--- src/rtl/bgen_pkg.sv ---
package bgen_pkg;

  // Post-divider factor chosen by the two mode inputs.
  function automatic int post_factor(input logic sync_m, input logic fast_m,
                                     input int f_sync, input int f_fast,
                                     input int f_slow);
    if (sync_m)      return f_sync;
    else if (fast_m) return f_fast;
    else             return f_slow;
  endfunction

  // Total system clocks per bit tick.
  function automatic int total_div(input int n, input int factor);
    return (n + 1) * factor;
  endfunction

endpackage

--- src/rtl/bgen_ctrl.sv ---
module bgen_ctrl #(
  parameter int DIV_W = 8
) (
  input  logic             clk,
  input  logic             rst_n,
  input  logic             port_en,
  input  logic             sync_mode,
  input  logic             fast_sel,
  input  logic             divisor_wr,
  input  logic [DIV_W-1:0] divisor_in,
  output logic             restart,
  output logic [DIV_W-1:0] load_val,
  output logic [DIV_W-1:0] div_q,
  output logic             sync_q,
  output logic             fast_q
);

  logic mode_chg;

  assign mode_chg = (sync_mode != sync_q) || (fast_sel != fast_q);
  assign restart  = !port_en || divisor_wr || mode_chg;
  assign load_val = divisor_wr ? divisor_in : div_q;

  always_ff @(posedge clk or negedge rst_n) begin
    if (!rst_n) begin
      div_q  <= '0;
      sync_q <= 1'b0;
      fast_q <= 1'b0;
    end else begin
      sync_q <= sync_mode;
      fast_q <= fast_sel;
      if (divisor_wr) div_q <= divisor_in;
    end
  end

endmodule

--- src/rtl/bgen_prescale.sv ---
module bgen_prescale #(
  parameter int DIV_W = 8
) (
  input  logic             clk,
  input  logic             rst_n,
  input  logic             restart,
  input  logic [DIV_W-1:0] load_val,
  input  logic [DIV_W-1:0] div_q,
  output logic             os_tick
);

  logic [DIV_W-1:0] cnt;
  logic             at_zero;

  assign at_zero = (cnt == '0);

  always_ff @(posedge clk or negedge rst_n) begin
    if (!rst_n) begin
      cnt     <= '0;
      os_tick <= 1'b0;
    end else if (restart) begin
      cnt     <= load_val;
      os_tick <= 1'b0;
    end else begin
      os_tick <= at_zero;
      cnt     <= at_zero ? div_q : cnt - 1'b1;
    end
  end

  // a zero divisor gives an oversample tick on every clock
  a_r6_zero_div_every_clock: assert property (@(posedge clk) disable iff (!rst_n)
    ($past(rst_n) && !$past(restart) && ($past(div_q) == '0) && ($past(cnt) == '0))
      |-> os_tick);

endmodule

--- src/rtl/bgen_postscale.sv ---
module bgen_postscale
  import bgen_pkg::*;
#(
  parameter int F_SYNC = 4,
  parameter int F_FAST = 16,
  parameter int F_SLOW = 64,
  parameter int POST_W = 6
) (
  input  logic clk,
  input  logic rst_n,
  input  logic restart,
  input  logic sync_q,
  input  logic fast_q,
  input  logic os_tick,
  output logic bit_tick
);

  logic [POST_W-1:0] pcnt;
  logic [POST_W-1:0] lim;
  logic              wrap;

  assign lim  = POST_W'(post_factor(sync_q, fast_q, F_SYNC, F_FAST, F_SLOW) - 1);
  assign wrap = os_tick && (pcnt == lim);

  always_ff @(posedge clk or negedge rst_n) begin
    if (!rst_n) begin
      pcnt     <= '0;
      bit_tick <= 1'b0;
    end else if (restart) begin
      pcnt     <= '0;
      bit_tick <= 1'b0;
    end else begin
      bit_tick <= wrap;
      if (wrap)         pcnt <= '0;
      else if (os_tick) pcnt <= pcnt + 1'b1;
    end
  end

  // a bit tick only follows an oversample tick
  a_r10_bit_follows_os: assert property (@(posedge clk) disable iff (!rst_n)
    bit_tick |-> $past(os_tick));

  // the oversample count never passes the selected factor
  a_r4_count_in_range: assert property (@(posedge clk) disable iff (!rst_n)
    !restart |-> (pcnt <= lim));

endmodule

--- src/rtl/baud_tick_gen.sv ---
module baud_tick_gen #(
  parameter int DIV_W  = 8,
  parameter int F_SYNC = 4,
  parameter int F_FAST = 16,
  parameter int F_SLOW = 64
) (
  input  logic             clk,
  input  logic             rst_n,
  input  logic             port_en,
  input  logic             sync_mode,
  input  logic             fast_sel,
  input  logic             divisor_wr,
  input  logic [DIV_W-1:0] divisor_in,
  output logic             os_tick,
  output logic             bit_tick
);

  localparam int POST_W = $clog2(F_SLOW);

  logic             restart;
  logic [DIV_W-1:0] load_val;
  logic [DIV_W-1:0] div_q;
  logic             sync_q;
  logic             fast_q;

  bgen_ctrl #(.DIV_W(DIV_W)) u_ctrl (
    .clk(clk), .rst_n(rst_n), .port_en(port_en), .sync_mode(sync_mode),
    .fast_sel(fast_sel), .divisor_wr(divisor_wr), .divisor_in(divisor_in),
    .restart(restart), .load_val(load_val), .div_q(div_q),
    .sync_q(sync_q), .fast_q(fast_q)
  );

  bgen_prescale #(.DIV_W(DIV_W)) u_pre (
    .clk(clk), .rst_n(rst_n), .restart(restart), .load_val(load_val),
    .div_q(div_q), .os_tick(os_tick)
  );

  bgen_postscale #(
    .F_SYNC(F_SYNC), .F_FAST(F_FAST), .F_SLOW(F_SLOW), .POST_W(POST_W)
  ) u_post (
    .clk(clk), .rst_n(rst_n), .restart(restart), .sync_q(sync_q),
    .fast_q(fast_q), .os_tick(os_tick), .bit_tick(bit_tick)
  );

  // a divisor write silences both ticks on the next clock
  a_r5_write_quiets: assert property (@(posedge clk) disable iff (!rst_n)
    divisor_wr |=> (!os_tick && !bit_tick));

  // a disabled port produces no ticks
  a_r7_disabled_quiet: assert property (@(posedge clk) disable iff (!rst_n)
    !port_en |=> (!os_tick && !bit_tick));

  // a mode change while enabled restarts the stages
  a_r8_mode_change_quiets: assert property (@(posedge clk) disable iff (!rst_n)
    (port_en && ((sync_mode != sync_q) || (fast_sel != fast_q)))
      |=> (!os_tick && !bit_tick));

endmodule

--- config.mk ---
export PLATFORM = sky130hd
export DESIGN_NAME = baud_tick_gen
export DESIGN_NICKNAME = d
export VERILOG_FILES = /design/src/rtl/bgen_pkg.sv /design/src/rtl/bgen_ctrl.sv /design/src/rtl/bgen_prescale.sv /design/src/rtl/bgen_postscale.sv /design/src/rtl/baud_tick_gen.sv
export SDC_FILE = /design/constraint.sdc
export NUM_CORES = 1
export LEC_CHECK = 0
export BUFFER_PORTS_ARGS = -buffer_cell sky130_fd_sc_hd__buf_2
export CORE_ASPECT_RATIO = 1.5
export CORE_UTILIZATION = 56
export CTS_BUF_LIST = sky130_fd_sc_hd__clkbuf_16
export DETAILED_ROUTE_END_ITERATION = 10
export HOLD_SLACK_MARGIN = 0.05
export PLACE_DENSITY = 0.81
export SLEW_MARGIN = 20
export SYNTH_ARGS = -nofsm -noshare
export SYNTH_HDL_FRONTEND = slang
export SYNTH_HIERARCHICAL = 1
export SYNTH_SLANG_ARGS = --single-unit
--- constraint.sdc ---
create_clock -name clk -period 2 [get_ports clk]
set_input_delay 0 -clock clk [delete_from_list [all_inputs] [get_ports clk]]
set_output_delay 0 -clock clk [all_outputs]
set_load 0.03 [all_outputs]
==> run_results.csv <==
group,metric,value,unit
placement,dp_cells,155,
yosys,synth-seq-cells,26,
critical_path,crit_start,"u_pre/cnt[4]",
sta,fmax,544,MHz
global_route,grt.busiest_layer,"met2",
sta,worstMarginPinSlew,0.564,ns
sta,fin_ws,0.163,ns
placement,hpwlAfterDp,1770,um
clock_tree,cts_tree,"done",
placement,io_buffers,15,
sta,drv_slew,0,
floorplan,io_pins,16,
finish,diodes,0,
floorplan,dieArea,2640,um2
global_route,grt_pass1_wl,4570,um
yosys,synth_nets,136,
clock_tree,clock_path_buffers,2,
global_route,gr-usage-met2,41.7,%
clock_tree,cts_buffers,3,
finish,layout.cells.most_common,"dfrtp_1",
detailed_routing,vias_per_cell,5.84,
sta,relSlewSlack,62.4,%
detailed_routing,drt_iter0_drc,21,
critical_path,worstPathArrival,1.98,ns
hold_path,hold_start,"divisor_wr",
detailed_routing,first_pass_iters,4,
critical_path,critPathRequiredTime,2.15,ns
floorplan,coreArea,2260,um2
floorplan,rows,21,
status,status,"finished clean",
critical_path,crit_path_end_kind,"flip-flop",
critical_path,critPathMaxFanout,6,
clock_tree,clk_pin_slew,0.06,ns
global_route,grt_util_met1,25.0,%
sta,finalSetupTns,0,ns
critical_path,r2r-start,"u_pre/cnt[4]",
finish,final_net_count,165,
sta,setup_viol,0,
global_route,use_met3,4.34,%
sta,final.min_clock_period,1.84,ns
sta,clock_skew,0.00227,ns
global_route,grt_max_degree,27,
finish,layout-drive-gt1-share,25.2,%
yosys,ys_types,38,
detailed_routing,via_count,993,
hold_path,hold_class,"in -> reg",
placement,gp_congestion,0.854,
yosys,syn_inst,119,
critical_path,cp-start-kind,"flip-flop",
detailed_routing,drc,0,
sta,hold_viol,0,
floorplan,die_height,62.4,um
detailed_routing,post_drt_wl_per_cell,15.1,um
run,cap_violations,0,
floorplan,initial_utilization,60.3,%
detailed_routing,ant_nets,0,
yosys,syn_area,1360,um2
clock_tree,cts-root-buf,"clkbuf_16",
sta,timing.final.crit_share,91.8,%
hold_path,whs_path_depth,2,
sta,whs,0.201,ns
floorplan,die_w,42.3,um
finish,final_cell_mix,"dfrtp_1 (26), buf_2 (15), dlygate4sd3_1 (11)",
critical_path,reg2reg_depth,5,
yosys,ys_seq_area_share,47.8,%
power_and_ir_drop,p_leak,0.797,nW
sta,rsz0062_at_grt,"false",
critical_path,crit_type,"reg -> reg",
power_and_ir_drop,vdd_drop_max,0.523,mV
yosys,synth_area_per_cell,11.5,um2
clock_tree,cts_num_sinks,26,
power_and_ir_drop,power_density,749,nW/um2
placement,pre_cts_ws,0.174,ns
global_route,grt_pass1_vias,1064,
clock_tree,clk_latency,0.26,ns
clock_tree,cts_max_level,1,
finish,fin_cells,170,
global_route,grt.overflow.total,0,
finish,area_growth,20.7,%
global_route,grt_usage,23.0,%
clock_tree,cts_setup_buffers,0,
detailed_routing,wl,2560,um
clock_tree,cts.repair.resized,0,
yosys,ys_warn_count,6,
global_route,antenna_found_initial,0,
clock_tree,postCtsHoldBufs,11,
==> cells in the mapped netlist, drive strengths merged <==
cell	instances	area share, %
dfrtp	26	48
mux2	10	10
nand2	9	2.5
inv	6	1.7
mux2i	6	4.4
o21ai	6	2.2
nor3	5	1.8
xor2	5	3.2
and3	4	2.2
nor2	4	1.1
buf	3	1.9
ha	3	2.8
nand2b	3	1.4
xnor2	3	1.9
a21oi	2	0.73
clkbuf	2	0.55
nand3b	2	1.1
nand4	2	0.92
nor4	2	1.4
o22ai	2	0.92
o31ai	2	1.5
or3	2	1.3
or3b	2	1.3
a31o	1	0.64
nand4b	1	0.64
nor2b	1	0.46
nor3b	1	0.55
o2111a	1	0.92
o32ai	1	0.64
o41ai	1	0.64
or4	1	0.55
==> sequential cells by signal (all words and copies together), names as in the netlist <==
| signal | flops |
|---|---|
| u_ctrl/div_q | 8 |
| u_ctrl/fast_q | 1 |
| u_post/bit_tick | 1 |
| u_ctrl/sync_q | 1 |
| u_post/pcnt | 6 |
| u_pre/cnt | 8 |
| u_pre/os_tick | 1 |
==> routing by layer <==
layer / vias up / wire [um]
met1: 490 / 1020
met2: 17 / 1440
met5: - / 0
met3: 5 / 54
li1: 481 / -
met4: 0 / 50
==> critical path, stage by stage, from the launching register on <==
cell and delay [ns]:
dfrtp_1 0.43, nor4_2 0.39, or3b_1 0.49, buf_4 0.21
nor2_1 0.14, o31ai_2 0.08
==> metrics by stage <==
stage          instance area [um2]  total power [mW]  util [%]
2_1_floorplan                 1360             0.727         -
3_3_place_gp                  1460             0.771      64.4
3_5_place_dp                  1460             0.781      64.4
4_1_cts                       1640              1.24      72.8
5_1_grt                       1640              1.30      72.8
6_report                      1640              1.23      72.8
==> layout make-up <==
| cell class | count | area (um2) |
|---|---|---|
| clock inverter | 1 | 3.75 |
| clock buffer | 3 | 75.1 |
| timing repair buffer | 29 | 208 |
| fill | 157 | 616 |
| tap | 23 | 28.8 |
| sequential | 26 | 651 |
| multi-input combinational | 82 | 656 |
| inverter | 6 | 22.5 |
==> power breakdown <==
part	switching, mW	leakage (nW)	total [mW]	internal, mW
combinational	0.0819	0.436	0.187	0.105
sequential	0.0372	0.323	0.602	0.565
clock	0.176	0.0385	0.444	0.268
==> final timing paths <==
kind | end | slack, ns
setup reg to reg | u_pre/cnt[5] | 0.16
hold reg to reg | u_ctrl/div_q[1] | 0.52
setup / recovery | u_pre/cnt[5] | 0.16
min in group asynchronous | u_ctrl/sync_q | 0.27
max in group asynchronous | u_post/bit_tick | 1.36
hold / removal | u_ctrl/div_q[4] | 0.20
==> kinds of logic after synthesis <==
logic type	Yosys count	share of synthesized area [%]
AOI/OAI and AO/OA	16	8.17
adders and majority gates	3	2.76
xor gates and xnor gates	8	5.14
DFF	26	47.7
muxes	16	14.9
and+or+nand+nor	39	17.2
buffers and inverters	11	4.13
No activity file was read; power rests on OpenSTA's default activity.
